`src/rtl/frame_lock_rx.sv`:
```
module frame_lock_rx #(
  parameter int FRAME_BITS   = 12,
  parameter int SYNC_MATCHES = 4,
  parameter int LOSS_FRAMES  = 4
) (
  input  logic                  clk,
  input  logic                  rst_n,
  input  logic                  bit_en,
  input  logic                  bit_in,
  input  logic                  out_en,
  input  logic                  pwr_n,
  output logic [FRAME_BITS-3:0] word_o,
  output logic                  word_vld,
  output logic                  lock_n
);
  localparam int DW = FRAME_BITS - 2;
  localparam int HALF = FRAME_BITS / 2;
  localparam int PW = $clog2(FRAME_BITS);
  localparam int MW = $clog2(SYNC_MATCHES + 1);
  localparam int LW = $clog2(LOSS_FRAMES + 1);
  localparam logic [FRAME_BITS-1:0] SYNC_PAT = {{HALF{1'b1}}, {(FRAME_BITS-HALF){1'b0}}};

  logic [FRAME_BITS-1:0] shreg;
  logic [PW-1:0]         pos;
  logic [MW-1:0]         mcnt, mnext;
  logic [LW-1:0]         bad;
  logic [DW-1:0]         word_q;
  logic                  vld_q, locked;

  wire [FRAME_BITS-1:0] nx = {shreg[FRAME_BITS-2:0], bit_in};
  wire frame_end = (pos == PW'(FRAME_BITS - 1));
  wire is_sync   = (nx == SYNC_PAT);
  wire frame_ok  = nx[FRAME_BITS-1] & ~nx[0];
  wire en_ok     = out_en & pwr_n;

  always_comb begin
    if (mcnt != '0 && frame_end) mnext = mcnt + MW'(1);
    else                         mnext = MW'(1);
  end

  always_ff @(posedge clk or negedge rst_n) begin
    if (!rst_n) begin
      shreg  <= '0;
      pos    <= '0;
      mcnt   <= '0;
      bad    <= '0;
      word_q <= '0;
      vld_q  <= 1'b0;
      locked <= 1'b0;
    end else if (!pwr_n) begin
      shreg  <= '0;
      pos    <= '0;
      mcnt   <= '0;
      bad    <= '0;
      word_q <= '0;
      vld_q  <= 1'b0;
      locked <= 1'b0;
    end else begin
      vld_q <= 1'b0;
      if (bit_en) begin
        shreg <= nx;
        pos   <= frame_end ? '0 : pos + PW'(1);
        if (!locked) begin
          if (is_sync) begin
            pos <= '0;
            if (mnext == MW'(SYNC_MATCHES)) begin
              locked <= 1'b1;
              mcnt   <= '0;
              bad    <= '0;
            end else begin
              mcnt <= mnext;
            end
          end else if (frame_end) begin
            mcnt <= '0;
          end
        end else if (frame_end) begin
          if (frame_ok) begin
            word_q <= nx[FRAME_BITS-2:1];
            vld_q  <= 1'b1;
            bad    <= '0;
          end else if (bad == LW'(LOSS_FRAMES - 1)) begin
            locked <= 1'b0;
            bad    <= '0;
            mcnt   <= '0;
          end else begin
            bad <= bad + LW'(1);
          end
        end
      end
    end
  end

  assign word_o   = (en_ok && locked) ? word_q : '0;
  assign word_vld = vld_q & en_ok;
  assign lock_n   = ~(locked & en_ok);
endmodule

```
`config.mk`:
```
export PLATFORM = sky130hd
export DESIGN_NAME = frame_lock_rx
export DESIGN_NICKNAME = d
export VERILOG_FILES = /design/src/rtl/frame_lock_rx.sv
export SDC_FILE = /design/constraint.sdc
export NUM_CORES = 1
export LEC_CHECK = 0
export BUFFER_PORTS_ARGS = -buffer_cell sky130_fd_sc_hd__buf_2
export CAP_MARGIN = 0
export CORE_UTILIZATION = 52
export DETAILED_ROUTE_END_ITERATION = 10
export PLACE_DENSITY = 0.74
export SYNTH_ARGS = -nofsm -noshare
export SYNTH_HDL_FRONTEND = slang
export SYNTH_SLANG_ARGS = --single-unit
```
`constraint.sdc`:
```
create_clock -name clk -period 1.7 [get_ports clk]
set_input_delay 0.255 -clock clk [delete_from_list [all_inputs] [get_ports clk]]
set_output_delay 0.255 -clock clk [all_outputs]
set_load 0.02 [all_outputs]
```
==> results of run 1 <==
-- timing repair --
item / CTS / global route
setup endpoints to repair: 14 / 20
buffers inserted: 2 / 7
pin swaps: 1 / 8
hold buffers: 1 / 0
hold endpoints to repair: 33 / 0
resized for setup: 4 / 15
-- worst paths after layout --
path / startpoint / end / slack, ns
worst max register to register: shreg[0]$_DFFE_PN0N_ / pos[2]$_DFFE_PN0N_ / -0.03
min in group asynchronous: rst_n / bad[0]$_DFFE_PN0P_ / 0.50
worst max-delay path: shreg[0]$_DFFE_PN0N_ / pos[2]$_DFFE_PN0N_ / -0.03
worst min-delay path: bit_in / shreg[0]$_DFFE_PN0N_ / 0.23
worst min register to register: word_q[0]$_DFFE_PN0P_ / word_q[0]$_DFFE_PN0P_ / 0.50
max in group asynchronous: rst_n / locked$_DFFE_PN0N_ / 0.70
-- per-stage QoR --
step,hold slack [ns],cells
after floorplan,-0.04059,160
after detailed placement,0.3519,220
after CTS,0.2267,231
final,0.2279,238
after global placement,0.3460,220
after global routing,0.2569,238
-- layout by cell type, fill, tap and decap left out, types with 2 or more instances in the layout --
| master | n |
|---|---|
| sky130_fd_sc_hd__nor2b_1 | 2 |
| sky130_fd_sc_hd__a22o_1 | 10 |
| sky130_fd_sc_hd__nand3_1 | 2 |
| sky130_fd_sc_hd__a32o_1 | 2 |
| sky130_fd_sc_hd__o21ai_1 | 4 |
| sky130_fd_sc_hd__clkbuf_4 | 5 |
| sky130_fd_sc_hd__buf_4 | 14 |
| sky130_fd_sc_hd__nor2_1 | 15 |
| sky130_fd_sc_hd__nand2b_1 | 3 |
| sky130_fd_sc_hd__a22oi_1 | 2 |
| sky130_fd_sc_hd__dfrtp_1 | 32 |
| sky130_fd_sc_hd__nor4_4 | 2 |
| sky130_fd_sc_hd__nand2_1 | 11 |
| sky130_fd_sc_hd__a21oi_1 | 3 |
| sky130_fd_sc_hd__mux2i_1 | 11 |
| sky130_fd_sc_hd__nor2b_2 | 2 |
| sky130_fd_sc_hd__ha_1 | 3 |
| sky130_fd_sc_hd__a2bb2oi_2 | 3 |
| sky130_fd_sc_hd__buf_2 | 17 |
| sky130_fd_sc_hd__inv_1 | 5 |
| sky130_fd_sc_hd__and2_1 | 11 |
-- registers in the layout (all words and copies together) (netlist names) --
| name | cells |
|---|---|
| bad | 3 |
| locked | 1 |
| mcnt | 3 |
| pos | 4 |
| shreg | 11 |
| vld_q | 1 |
| word_q | 10 |
-- logic make-up (layout without fill, tap and decap cells) --
family	count (synthesis)	count (layout)	synth area share
fa+ha+maj	4	4	0.02901
mux	11	11	0.06382
compound gates	33	33	0.1465
simple gates	66	66	0.2487
buf+inv	13	47	0.03336
flops	33	33	0.4786
-- critical path, delay by kind of cell (launching register included) --
kind            cells  cell delay (ns)
simple gates        3             0.89
flops               1             0.40
compound gates      1             0.14
buf+inv             1             0.18
-- metal layers --
metal	global-route usage	vias up	share of wire
li1	-	647	-
met2	0.3419	35	0.49
met3	0.06769	6	0.054
met4	0.09302	0	0.013
met1	0.3067	679	0.45
met5	0	-	0
-- power groups by stage --
stage	clock (W)	sequential (W)	combinational (W)
final	0.000611	0.000804	0.000114
after global routing	0.000654	0.000806	0.000127
after CTS	0.000623	0.000803	0.000100
after detailed placement	0	0.000818	0.0000977
after global placement	0	0.000817	0.0000950
after floorplan	0	0.000816	0.0000595
-- layout make-up --
cell class                      instances  share of cell area
Multi-Input combinational cell        114              0.4335
Inverter                                6             0.01054
Clock inverter                          1             0.01406
Tap cell                               44             0.02578
Clock buffer                            7             0.02578
Sequential cell                        33              0.3872
Timing Repair Buffer                   33              0.1031
==> results.md, run 1 <==
- Leakage power: 1.043 nW
- Most used flip-flop cell after synthesis: sky130_fd_sc_hd__dfrtp_1
- Effective utilization at floorplan: 0.5560
- Area growth, synth to finish: 23.79%
- Total Die Area: 3552 um^2
- Overall power after layout: 0.001529 W
- Row count: 20
- Initial antenna violation count: 0
- First-pass GRT wire length: 5878 um
- Diode insertion count for antenna repair: 0
- Final critical-path setup slack: -0.02635 ns
- Post-DP Area: 1888 um^2
- Post-Route WL: 3678 um
- Average wire per standard cell: 15.45 um
- Instance count along the most critical hold path: 3
- Final clock skew: 0.007153 ns
- GRT Resource Usage Total: 0.2274
- Number of enable-type register cells in the synthesized netlist: 0
- Worst Path Arrival: 1.96 ns
- Max Clk Rate: 579.3 MHz
- Layout cell share with drive strength beyond 1: 0.3196
- Longest individual stage delay on the worst path: 0.60 ns
- Drt initial violations: 73
- Total count of max-transition violations in the final report: 0
- Portion of the clock cycle consumed by the worst path in the final layout: 1.016
- Multi-input logic area: 925.9 um^2
- Share of power burned in the clock network: 0.399
- Worst slack at placement: -0.08012 ns
- RePlAce Congestion: 0.8509
- Final Net Count: 203
- H-tree levels: 2
- Final setup vio count: 2
- Total negative slack: -0.04082 ns
- Synth top cells by count: sky130_fd_sc_hd__dfrtp_1 (33), sky130_fd_sc_hd__nor2_1 (15), sky130_fd_sc_hd__and2_1 (11), sky130_fd_sc_hd__mux2i_1 (11), sky130_fd_sc_hd__nand2_1 (11)
- Post-synthesis cell count: 160
- Number of flip-flops and latches in the synthesized netlist: 33
- Largest net degree at the start of global routing: 34
- Horiz. Die Dim: 59.60 um
- CP Data Required Time: 1.93 ns
- Post-Layout Inst Area: 2136 um^2
- ANT nets after route: 0
- Drt pass-1 iters: 4
- Category of the worst setup path capture point: flop
- Result of the run: finished with violations
- Flop pwr share: 0.526
- Clock tree root driver cell: sky130_fd_sc_hd__clkbuf_4
- Asr flop ratio synth: 1.000
- Cell with the most instances after synthesis: sky130_fd_sc_hd__dfrtp_1
- Number of unique standard cell types used by synthesis: 45
- Number of synthesis warnings: 0
- Cell count of the worst reg-to-reg path: 5
- Worst slew slack as a fraction of its limit: 0.5198
- Insertion delay of the later-clocked pin in the worst-skew pair: 0.34 ns
- Clock tree from TritonCTS: done
- Final cell utilization of the core: 0.6883
- Number of vias after detailed routing: 1,367
- Cell with the largest stage delay on the worst path: sky130_fd_sc_hd__or4b_4
- Failing checks: negative setup slack
- Unrepaired setup endpoints after global routing: true
- Die H: 59.60 um
- Power density over the cells: 716.0 nW/um^2
- Total overflow reported by the global router: 0
- FF+latch area: 827.0 um^2
- Half-perimeter wire length after detailed placement: 2482 um
- Placeable Area: 3103 um^2
- Ratio of routed vias to standard cells: 5.744
- Biggest area consumer among synthesized cells: sky130_fd_sc_hd__dfrtp_1
- Inserted Clock Buffers: 5
- Drt drc: 0
- Clk slew on worst S/H paths: 0.09 ns
- Clock period minus final worst setup slack: 1.726 ns
- CP Class: flop to flop
- Cells taking the most area after synthesis: sky130_fd_sc_hd__dfrtp_1 (48%), sky130_fd_sc_hd__mux2i_1 (6.4%), sky130_fd_sc_hd__a22o_1 (5.1%), sky130_fd_sc_hd__and2_1 (4.0%), sky130_fd_sc_hd__nor2_1 (3.3%)
- Combinational group share of total power: 0.075
- Via count of the first global-routing pass: 1,266
- Total net switching power: 0.0003405 W
- Top-Level Pins: 18
- CTS Buffer Depth: 2
- Sw frac: 0.2226
- Synthesized cell area: 1725 um^2
- Startpoint type of the worst setup path: flop
- Clock sink count: 33
- Internal: 0.001189 W
- Number of violations of the max-capacitance limit: 0
- Fillcell total: 257
- Syn_area_per_cell: 10.78 um^2
- Nets in the synthesized netlist: 170
- Final hold violation count: 0
- Worst min-delay path class: input pin to flop
- Cells along the critical path: or4b_4, nor4_4, buf_4, a2bb2oi_2, nor2_1
- Area share of the leading cell type in the synthesized netlist: 0.4786
- IR Drop Worst-Case VDD: 0.0004996 V
- Sequential area share after synthesis: 0.4786
- Slew @ Worst Pin: 0.7202 ns
- Port Buffers: 17
- Worst Path Max Fanout: 4
No activity file was read; power rests on OpenSTA's default activity.
==> run 2, diff against run 1 <==
--- a/config.mk
+++ b/config.mk
@@ -5,7 +5,7 @@
 export SDC_FILE = /design/constraint.sdc
 export NUM_CORES = 1
 export LEC_CHECK = 0
-export BUFFER_PORTS_ARGS = -buffer_cell sky130_fd_sc_hd__buf_2
+export BUFFER_PORTS_ARGS = -buffer_cell sky130_fd_sc_hd__buf_4
 export CAP_MARGIN = 0
 export CORE_UTILIZATION = 52
 export DETAILED_ROUTE_END_ITERATION = 10
==> run 2 against run 1 <==
Net effect: the flow now finishes without violations; highest routed layer unchanged; setup slack gained 0.079 ns; non-clock buffer count is 3 lower; global-route usage down 0.40 points; sequential power hardly changed; sequential share of layout area rose by 0.44 points; first-iteration DRC count down 16%; fmax up 4.8%; cell count decreased by 1.3%; wire length decreased by 5.3%.
==> results.md, run 2 (same netlist as run 1, synthesis figures left out) <==
- Leading cell type in the layout, fill and taps excluded: sky130_fd_sc_hd__dfrtp_1
- Worst-case hold path end point: shreg[0]$_DFFE_PN0N_
- Clock period minus final worst setup slack: 1.648 ns (-0.07867 ns)
- Via count of the first global-routing pass: 1,257 (-0.71%)
- Post-Route WL: 3482 um (-5.3%)
- Clock tree root driver cell: sky130_fd_sc_hd__clkbuf_4
- Average wire per standard cell: 14.82 um (-4.1%)
- Largest net degree at the start of global routing: 34 (unchanged)
- Result of the run: finished clean
- Multi-input logic area: 882.1 um^2 (-4.7%)
- CP Data Required Time: 1.93 ns (about the same)
- Die H: 59.60 um (unchanged)
- Register-to-register setup slack: 0.05 ns (+0.08 ns)
- Diode insertion count for antenna repair: 0 (unchanged)
- First-pass GRT wire length: 5678 um (-3.4%)
- Power density over the cells: 722.6 nW/um^2 (+0.93%)
- Total Die Area: 3552 um^2 (unchanged)
- Initial antenna violation count: 0 (unchanged)
- CTS Buffer Depth: 2 (unchanged)
- Clk slew on worst S/H paths: 0.10 ns (about the same)
- Max reg flops: 11 (unchanged)
- Worst Path Arrival: 1.88 ns (-0.08 ns)
- CP Class: flop to flop
- Cell count of the worst reg-to-reg path: 4 (-1)
- Instance count along the most critical hold path: 3 (unchanged)
- Clock tree from TritonCTS: done
- Startpoint type of the worst setup path: flop
- Top-Level Pins: 18 (unchanged)
- Worst min-delay path class: input pin to flop
- Register name with the most flops: shreg
- Inserted Clock Buffers: 5 (unchanged)
- RePlAce Congestion: 0.8571 (+0.73%)
- IR Drop Worst-Case VDD: 0.0005234 V (+4.8%)
- R2R Path Start: shreg[1]$_DFFE_PN0N_
- Worst slew slack as a fraction of its limit: 0.6915 (+0.1716)
- Worst Path Max Fanout: 4 (unchanged)
- Largest registers: shreg: 11 flops, word_q: 10 flops, pos: 4 flops
- Final cell utilization of the core: 0.6806 (-0.007661)
- Total count of max-transition violations in the final report: 0 (unchanged)
- Layout cell share with drive strength beyond 1: 0.2775 (-0.04210)
- Category of the worst setup path capture point: flop
- Commonest cells after routing, fill and taps aside: sky130_fd_sc_hd__dfrtp_1 (32), sky130_fd_sc_hd__buf_4 (28), sky130_fd_sc_hd__nor2_1 (15)
- GRT Resource Usage Total: 0.2234 (-0.004016)
- Area growth, synth to finish: 22.41%
- Drt pass-1 iters: 4 (unchanged)
- Clock sink count: 33 (unchanged)
- Worst slack at placement: -0.01110 ns (+0.06902 ns)
- Final Net Count: 200 (-1.5%)
- Final hold violation count: 0 (unchanged)
- Effective utilization at floorplan: 0.5560 (unchanged)
- Slew @ Worst Pin: 0.4616 ns (-0.2586 ns)
- Startpoint of the lowest-slack hold path: bit_in
- Max Clk Rate: 606.9 MHz (+4.8%)
- Drt initial violations: 61 (-16%)
- Port Buffers: 17 (unchanged)
- FF+latch area: 827.0 um^2 (unchanged)
- Fillcell total: 256 (-0.39%)
- Final setup vio count: 0 (-2)
- R2R Path End: mcnt[0]$_DFFE_PN0P_
- Portion of the clock cycle consumed by the worst path in the final layout: 0.9692 (-0.04628)
- Drt drc: 0 (unchanged)
- Half-perimeter wire length after detailed placement: 2464 um (-0.73%)
- ANT nets after route: 0 (unchanged)
- Unrepaired setup endpoints after global routing: true
- Ratio of routed vias to standard cells: 5.643 (-1.8%)
- Insertion delay of the later-clocked pin in the worst-skew pair: 0.34 ns (about the same)
- Total overflow reported by the global router: 0 (unchanged)
- Final clock skew: 0.005013 ns (-0.002140 ns)
- Number of vias after detailed routing: 1,326 (-3.0%)
- Placeable Area: 3103 um^2 (unchanged)
- H-tree levels: 2 (unchanged)
- Number of violations of the max-capacitance limit: 0 (unchanged)
- Row count: 20 (unchanged)
- Leakage power: 1.032 nW (-1.1%)
- Final critical-path setup slack: 0.05232 ns (+0.07867 ns)
- Horiz. Die Dim: 59.60 um (unchanged)
[run 2: worst max path at each step]
stage                               end                  from  slack [ns]
finish              mcnt[0]$_DFFE_PN0P_  shreg[1]$_DFFE_PN0N_        0.05
global route        mcnt[0]$_DFFE_PN0P_    pos[0]$_DFFE_PN0N_      -0.001
CTS                 mcnt[0]$_DFFE_PN0P_    pos[0]$_DFFE_PN0N_        0.01
detailed placement   bad[2]$_DFFE_PN0P_   mcnt[0]$_DFFE_PN0P_       -0.01
global placement    mcnt[0]$_DFFE_PN0P_  shreg[2]$_DFFE_PN0N_        0.07
floorplan           mcnt[0]$_DFFE_PN0P_  shreg[2]$_DFFE_PN0N_        0.14
[run 2: layer usage]
metal,global-route usage,wire length (um),vias to the layer above
met5,0,0,-
met4,0.1163,54,0
met3,0.06550,141,4
met2,0.3162,1519,32
met1,0.3082,1767,651
li1,-,-,639
[run 2: cell type report]
class	count	share of cell area
Clock buffer	7	0.02607
Tap cell	44	0.02607
Timing Repair Buffer	30	0.1137
Sequential cell	33	0.3916
Clock inverter	1	0.01422
Inverter	6	0.01066
Multi-Input combinational cell	114	0.4177
[run 2: report_power, final]
part	switching [W]	internal [W]	leakage, nW
clock	0.000264	0.000351	0.0455
combinational	0.0000649	0.0000432	0.530
sequential	0.0000101	0.000793	0.456
total	0.000339	0.00119	1.03
[run 2: what timing repair did]
action / 4_1_cts / 5_1_grt
resized for setup: 4 / 7
hold endpoints to repair: 33 / 0
hold buffers: 1 / 0
pin swaps: 1 / 3
setup endpoints to repair: 14 / 19
buffers inserted: 2 / 3
[run 2: critical path: stages (launching register included)]
cell,delay [ns]
sky130_fd_sc_hd__dfrtp_1,0.42
sky130_fd_sc_hd__or4b_4,0.59
sky130_fd_sc_hd__nor3_4,0.17
sky130_fd_sc_hd__o22ai_2,0.13
sky130_fd_sc_hd__a22o_1,0.24
[run 2: metrics by stage]
stage | instance area (um^2) | setup TNS (ns) | std cells | hold slack, ns | total power (W)
finish | 2112 | 0 | 235 | 0.1847 | 0.001526
global route | 2112 | -0.001124 | 235 | 0.1904 | 0.001584
CTS | 2058 | 0 | 232 | 0.1721 | 0.001547
detailed placement | 1938 | -0.02323 | 221 | 0.2187 | 0.0009211
global placement | 1938 | 0 | 221 | 0.2139 | 0.0009181
floorplan | 1725 | 0 | 160 | -0.04059 | 0.0008756
